$ cat config.mk
export PLATFORM = sky130hd
export DESIGN_NAME = edge_block_classifier
export DESIGN_NICKNAME = d
export VERILOG_FILES = /design/src/rtl/ebc_pkg.sv /design/src/rtl/ebc_absdiff.sv /design/src/rtl/ebc_mag_cmp.sv /design/src/rtl/ebc_nbr_delay.sv /design/src/rtl/edge_block_classifier.sv
export SDC_FILE = /design/constraint.sdc
export NUM_CORES = 1
export LEC_CHECK = 0
export BUFFER_PORTS_ARGS = -buffer_cell sky130_fd_sc_hd__clkbuf_2
export CORE_ASPECT_RATIO = 0.7
export CORE_MARGIN = 10
export CORE_UTILIZATION = 40
export CTS_CLUSTER_SIZE = 20
export DETAILED_ROUTE_END_ITERATION = 12
export PLACE_DENSITY = 0.61
export SYNTH_ARGS = -nofsm -noshare
export SYNTH_HDL_FRONTEND = slang
export SYNTH_SLANG_ARGS = --single-unit
$ cat constraint.sdc
create_clock -name clk -period 7.1 [get_ports clk]
set_clock_uncertainty 0.1 [all_clocks]
set_input_delay 0.71 -clock clk [delete_from_list [all_inputs] [get_ports clk]]
set_output_delay 0.71 -clock clk [all_outputs]
set_load 0.005 [all_outputs]
$ cat src/rtl/ebc_pkg.sv
`timescale 1ns/1ps
package ebc_pkg;
   // Result of a magnitude comparison a versus b
   typedef struct packed {
      logic gt;
      logic eq;
      logic lt;
   } cmp_res_t;
endpackage

$ cat src/rtl/ebc_absdiff.sv
`timescale 1ns/1ps
// Absolute difference from a single adder-subtractor: a + ~b + 1.
// A clear carry-out means a < b, and the result is then re-negated.
module ebc_absdiff #(
   parameter int W = 8
) (
   input  logic [W-1:0] a,
   input  logic [W-1:0] b,
   output logic [W-1:0] mag
);
   logic [W:0]   raw;
   logic         no_borrow;
   logic [W-1:0] low;

   assign raw       = {1'b0, a} + {1'b0, ~b} + (W+1)'(1);
   assign no_borrow = raw[W];
   assign low       = raw[W-1:0];
   assign mag       = no_borrow ? low : (~low + W'(1));
endmodule

$ cat src/rtl/ebc_mag_cmp.sv
`timescale 1ns/1ps
// Unsigned magnitude comparator. RIPPLE=1 builds a chain of one-bit cells
// from the most significant bit downwards. RIPPLE=0 uses relational operators.
module ebc_mag_cmp #(
   parameter int W      = 9,
   parameter bit RIPPLE = 1'b1
) (
   input  logic [W-1:0]     a,
   input  logic [W-1:0]     b,
   output ebc_pkg::cmp_res_t res
);
   if (W < 1) begin : g_bad_w
      $error("ebc_mag_cmp: W must be at least 1");
   end

   if (RIPPLE) begin : g_ripple
      logic [W:0] gt_c;
      logic [W:0] eq_c;
      assign gt_c[W] = 1'b0;
      assign eq_c[W] = 1'b1;
      for (genvar i = W - 1; i >= 0; i--) begin : g_cell
         assign gt_c[i] = gt_c[i+1] | (eq_c[i+1] & a[i] & ~b[i]);
         assign eq_c[i] = eq_c[i+1] & ~(a[i] ^ b[i]);
      end
      assign res.gt = gt_c[0];
      assign res.eq = eq_c[0];
      assign res.lt = ~gt_c[0] & ~eq_c[0];
   end else begin : g_flat
      assign res.gt = (a > b);
      assign res.eq = (a == b);
      assign res.lt = (a < b);
   end
endmodule

$ cat src/rtl/ebc_nbr_delay.sv
`timescale 1ns/1ps
// One block-row of pixel history. tap[0] holds the pixel taken just before,
// and tap[ROW_LEN-1] the pixel one row above the current one.
module ebc_nbr_delay #(
   parameter int PIX_W   = 8,
   parameter int ROW_LEN = 8
) (
   input  logic             clk,
   input  logic             rst_n,
   input  logic             shift_en,
   input  logic [PIX_W-1:0] pix_in,
   output logic [PIX_W-1:0] left_pix,
   output logic [PIX_W-1:0] up_pix
);
   if (ROW_LEN < 2) begin : g_bad_len
      $error("ebc_nbr_delay: ROW_LEN must be at least 2");
   end

   logic [PIX_W-1:0] tap [ROW_LEN];

   for (genvar i = 0; i < ROW_LEN; i++) begin : g_tap
      always_ff @(posedge clk or negedge rst_n) begin
         if (!rst_n) begin
            tap[i] <= '0;
         end else if (shift_en) begin
            if (i == 0) tap[i] <= pix_in;
            else        tap[i] <= tap[(i == 0) ? 0 : i - 1];
         end
      end
   end

   assign left_pix = tap[0];
   assign up_pix   = tap[ROW_LEN-1];
endmodule

$ cat src/rtl/edge_block_classifier.sv
`timescale 1ns/1ps
module edge_block_classifier #(
   parameter int          PIX_W      = 8,
   parameter int          BLK_DIM    = 8,
   parameter int          THR_W      = 8,
   parameter int unsigned THR_INIT   = 16,
   parameter bit          CMP_RIPPLE = 1'b1
) (
   input  logic             clk,
   input  logic             rst_n,
   input  logic             thr_load,
   input  logic [THR_W-1:0] thr_value,
   input  logic             pix_valid,
   input  logic [PIX_W-1:0] pix_in,
   output logic             done,
   output logic             is_edge
);
   import ebc_pkg::*;

   localparam int SIDE_W = $clog2(BLK_DIM);
   localparam int CNT_W  = 2 * SIDE_W;
   localparam int NPIX   = BLK_DIM * BLK_DIM;
   localparam int AMP_W  = PIX_W + 1;
   localparam int ACC_W  = AMP_W + CNT_W;
   localparam int MEAN_W = ACC_W - CNT_W;
   localparam int CMP_W  = (MEAN_W > THR_W) ? MEAN_W : THR_W;

   // elaboration-time parameter checks
   if (BLK_DIM < 2 || (1 << SIDE_W) != BLK_DIM) begin : g_bad_dim
      $error("edge_block_classifier: BLK_DIM must be a power of two >= 2");
   end
   if (PIX_W < 2) begin : g_bad_pix
      $error("edge_block_classifier: PIX_W must be at least 2");
   end
   if (THR_W < 1 || THR_W > 31 || THR_INIT >= (32'd1 << THR_W)) begin : g_bad_thr
      $error("edge_block_classifier: THR_INIT does not fit in THR_W bits");
   end

   // block position
   logic [CNT_W-1:0]  cnt_q;
   logic [SIDE_W-1:0] col;
   logic [SIDE_W-1:0] row;
   logic              last_pix;

   assign col      = cnt_q[SIDE_W-1:0];
   assign row      = cnt_q[CNT_W-1:SIDE_W];
   assign last_pix = pix_valid && (cnt_q == CNT_W'(NPIX - 1));

   always_ff @(posedge clk or negedge rst_n) begin
      if (!rst_n)         cnt_q <= '0;
      else if (pix_valid) cnt_q <= cnt_q + CNT_W'(1);
   end

   // neighbour history
   logic [PIX_W-1:0] left_pix;
   logic [PIX_W-1:0] up_pix;

   ebc_nbr_delay #(.PIX_W(PIX_W), .ROW_LEN(BLK_DIM)) u_nbr (
      .clk      (clk),
      .rst_n    (rst_n),
      .shift_en (pix_valid),
      .pix_in   (pix_in),
      .left_pix (left_pix),
      .up_pix   (up_pix)
   );

   // gradient magnitudes, counted when the later pixel of each pair arrives
   logic [PIX_W-1:0] h_mag;
   logic [PIX_W-1:0] v_mag;

   ebc_absdiff #(.W(PIX_W)) u_hdiff (.a(pix_in), .b(left_pix), .mag(h_mag));
   ebc_absdiff #(.W(PIX_W)) u_vdiff (.a(pix_in), .b(up_pix),   .mag(v_mag));

   logic [PIX_W-1:0] h_term;
   logic [PIX_W-1:0] v_term;
   logic [AMP_W-1:0] amp;

   assign h_term = (col != '0) ? h_mag : '0;
   assign v_term = (row != '0) ? v_mag : '0;
   assign amp    = {1'b0, h_term} + {1'b0, v_term};

   // block sum
   logic [ACC_W-1:0] acc_q;
   logic [ACC_W-1:0] acc_sum;

   assign acc_sum = acc_q + ACC_W'(amp);

   always_ff @(posedge clk or negedge rst_n) begin
      if (!rst_n)         acc_q <= '0;
      else if (pix_valid) acc_q <= last_pix ? '0 : acc_sum;
   end

   // threshold register, writable only between blocks
   logic [THR_W-1:0] thr_q;

   always_ff @(posedge clk or negedge rst_n) begin
      if (!rst_n)
         thr_q <= THR_W'(THR_INIT);
      else if (thr_load && !pix_valid && (cnt_q == '0))
         thr_q <= thr_value;
   end

   // mean versus threshold
   logic [MEAN_W-1:0] mean;
   cmp_res_t          cmp;

   assign mean = acc_sum[ACC_W-1:CNT_W];

   ebc_mag_cmp #(.W(CMP_W), .RIPPLE(CMP_RIPPLE)) u_cmp (
      .a   (CMP_W'(mean)),
      .b   (CMP_W'(thr_q)),
      .res (cmp)
   );

   logic done_q;
   logic edge_q;

   always_ff @(posedge clk or negedge rst_n) begin
      if (!rst_n) begin
         done_q <= 1'b0;
         edge_q <= 1'b0;
      end else begin
         done_q <= last_pix;
         edge_q <= last_pix & cmp.gt;
      end
   end

   assign done    = done_q;
   assign is_edge = edge_q;

   // assertions
   AST_IDLE_HOLD: assert property (@(posedge clk) disable iff (!rst_n)
      !pix_valid |=> $stable(cnt_q));
   AST_DONE_AFTER_LAST: assert property (@(posedge clk) disable iff (!rst_n)
      last_pix |=> done);
   AST_DONE_SINGLE: assert property (@(posedge clk) disable iff (!rst_n)
      done |=> !done);
   AST_FLAG_GATED: assert property (@(posedge clk) disable iff (!rst_n)
      !done |-> !is_edge);
   AST_THR_BUSY_HOLD: assert property (@(posedge clk) disable iff (!rst_n)
      (cnt_q != '0) |=> $stable(thr_q));
   AST_NO_OVERFLOW: assert property (@(posedge clk) disable iff (!rst_n)
      (pix_valid && !last_pix) |=> (acc_q >= $past(acc_q)));
endmodule

==> flow_metrics.py <==
metrics = {
    "global_routing": {
        "grt_max_degree": 66,
        "antenna_found_initial": 0,
        "grt_pass1_wl_um": 17300,
        "grt.total_usage_pct": 10.9,
        "gr-total-overflow": 0,
        "grt_pass1_vias": 3607,
    },
    "cells_and_area": {
        "antenna_cells": 0,
        "seq_area_um2": 2380,
        "finalNetCount": 595,
        "multiInputGateArea_um2": 2740,
        "final_common_cell": "dfrtp_1",
        "fillers": 1252,
        "final_cell_mix": "94 x dfrtp_1, 63 x inv_1, 58 x mux2_2",
        "drive_above_1_share_pct": 19.7,
        "syn_to_final_growth_pct": 10.7,
    },
    "worst_hold_path": {
        "hold_class": "in2async",
    },
    "synth": {
        "ys_seq_elements": 95,
        "synth_area_um2": 5420,
        "avgSynthCellArea_um2": 10.5,
        "synth_area_leaders": "dfrtp_1 43%, mux2_2 12%, ha_1 6.7%",
        "syn_nets": 577,
        "syn_inst": 517,
        "yosysTopAreaCell": "dfrtp_1",
        "synthArstFlopShare_pct": 100,
        "synth.yosys.warnings": 0,
        "ys_types": 53,
        "synth_edf_count": 0,
        "synth_ff_type": "dfrtp_1",
        "seq_area_frac_synth_pct": 43.9,
        "synth_top_area_share_pct": 43.4,
    },
    "timing": {
        "setup_viol": 0,
        "hold_violations": 0,
        "clock.fmax_mhz": 152,
        "rsz0062_at_grt": "false",
        "period_minus_slack_ps": 6580,
        "timing.final.crit_share_pct": 92.7,
        "setup_tns_ps": 0,
        "finalMaxSlewViolations": 0,
        "slew_headroom_pct": 55.4,
        "tightest_slew_ps": 669,
    },
    "clock_tree": {
        "h-tree-depth": 3,
        "cts_max_path_buffers": 2,
        "clk_pin_slew_ps": 60,
        "clk_latency_ps": 340,
        "ctsHoldBuffers": 0,
        "cts_sinks": 95,
        "numCtsBuffers": 9,
        "cts_setup_buffers": 0,
        "cts-root-buf": "clkbuf_16",
        "cts_resized": 0,
        "cts_tree": "done",
    },
    "run_status": {
        "status": "finished, final reports clean",
    },
    "floorplanning": {
        "io_pins": 22,
        "num_rows": 35,
        "die_x_um": 159,
        "dieHeight_um": 117,
        "core_um2": 13200,
        "die-area_um2": 18700,
        "start_util_pct": 41.0,
    },
    "setup_path": {
        "arrival_ps": 6730,
        "crit_slowest_cell": "fa_1",
        "worstSetupPathType": "in2reg",
        "critical_path.max_fanout": 8,
        "crit_path_frequent_cell": "maj3_2",
        "end_kind": "flip-flop",
        "slowest_delay_ps": 450,
        "crit_required_ps": 7250,
        "startpoint_type": "primary input",
    },
    "route": {
        "antenna_left": 0,
        "routed_wl_um": 10100,
        "drc": 0,
        "drt-initial-drc-count": 203,
        "num_vias": 3641,
        "dr.pass1.iters": 4,
        "viasPerCell": 5.03,
        "drt-wirelength-per-cell_um": 13.9,
    },
    "place": {
        "port_buffers": 21,
        "place_congestion": 0.840,
        "hpwlAfterDp_um": 7530,
    },
    "run": {
        "drv_cap": 0,
    },
}
-- worst max-delay path, delay by kind of cell --
kind                     cells  cell delay, ps
AO/OA/AOI/OAI                9            1950
AND/OR/NAND/NOR              3             610
adder cells (fa/ha/maj)     10            3200
buffers and inverters        4             270
-- flip-flops by register name, summed over array words and instances (netlist names) --
register / flops
u_nbr.up_pix: 8
u_nbr.left_pix: 8
thr_q: 8
is_edge: 1
cnt_q: 6
acc_q: 15
u_nbr.tap: 48
done: 1
-- cells in the mapped netlist, types with 4 or more instances --
cell type  instances
o21ai_1            5
nor2b_1            5
inv_1             63
o22ai_1           10
a21o_1             4
nand3_1           14
a21oi_1            9
nand2b_1           9
dfrtp_1           94
xnor2_1           20
and3_1             4
ha_1              29
o21ai_0           35
nand2_1           39
nor3b_1            5
mux2_2            58
clkbuf_1          14
xor2_1             9
o311ai_0           4
a21boi_0           7
nor2_1            21
maj3_2             5
fa_1              11
-- path summary, 6_finish.rpt --
check,from,to,slack (ps),depth (start not counted)
setup reg to reg,u_nbr.up_pix[0],is_edge,640,24
hold reg to reg,u_nbr.tap[9],u_nbr.up_pix[1],380,2
max in group asynchronous,rst_n,u_nbr.up_pix[6],5590,2
min in group clk,u_nbr.tap[9],u_nbr.up_pix[1],380,2
hold / removal,rst_n,u_nbr.tap[33],270,1
setup / recovery,pix_in[0],is_edge,520,26
-- stage by stage --
| step | utilization [%] | area (um^2) | setup slack [ps] | hold WS (ps) | cells |
|---|---|---|---|---|---|
| global route | 45.4 | 6000 | 32.1 | 327 | 724 |
| global placement | 43.2 | 5710 | 377 | 371 | 709 |
| floorplan | - | 5420 | 806 | 314 | 517 |
| finish | 45.4 | 6000 | 516 | 274 | 724 |
| detailed placement | 43.2 | 5710 | 168 | 377 | 709 |
| CTS | 45.4 | 6000 | 527 | 304 | 724 |
-- per-layer routing --
metal,global-route usage (%),routed length (um),vias up
met1,15.7,5310,1780
met2,15.5,4270,54
met4,4.16,165,0
li1,-,-,1794
met3,2.41,321,13
met5,0,0,-
-- cell families (layout without fill, tap and decap cells) --
logic type | count (synthesis) | in the layout | share of synthesized area [%]
adders and majority gates | 46 | 46 | 12.0
muxes | 58 | 58 | 12.0
DFF | 95 | 95 | 43.9
AOI/OAI and AO/OA | 90 | 90 | 10.4
and+or+nand+nor | 120 | 120 | 11.4
xor gates and xnor gates | 29 | 29 | 4.69
buffers and inverters | 79 | 101 | 5.61
-- area by class of cell --
class | instances | area share [%]
Tap cell | 185 | 3.86
Sequential cell | 95 | 39.6
Inverter | 63 | 3.94
Clock inverter | 3 | 0.730
Clock buffer | 12 | 4.11
Multi-Input combinational cell | 343 | 45.6
Timing Repair Buffer | 23 | 2.09
Power is left out: the tool's default activity adds up to more than one toggle a clock period on the data nets, which glitch-free logic cannot reach.
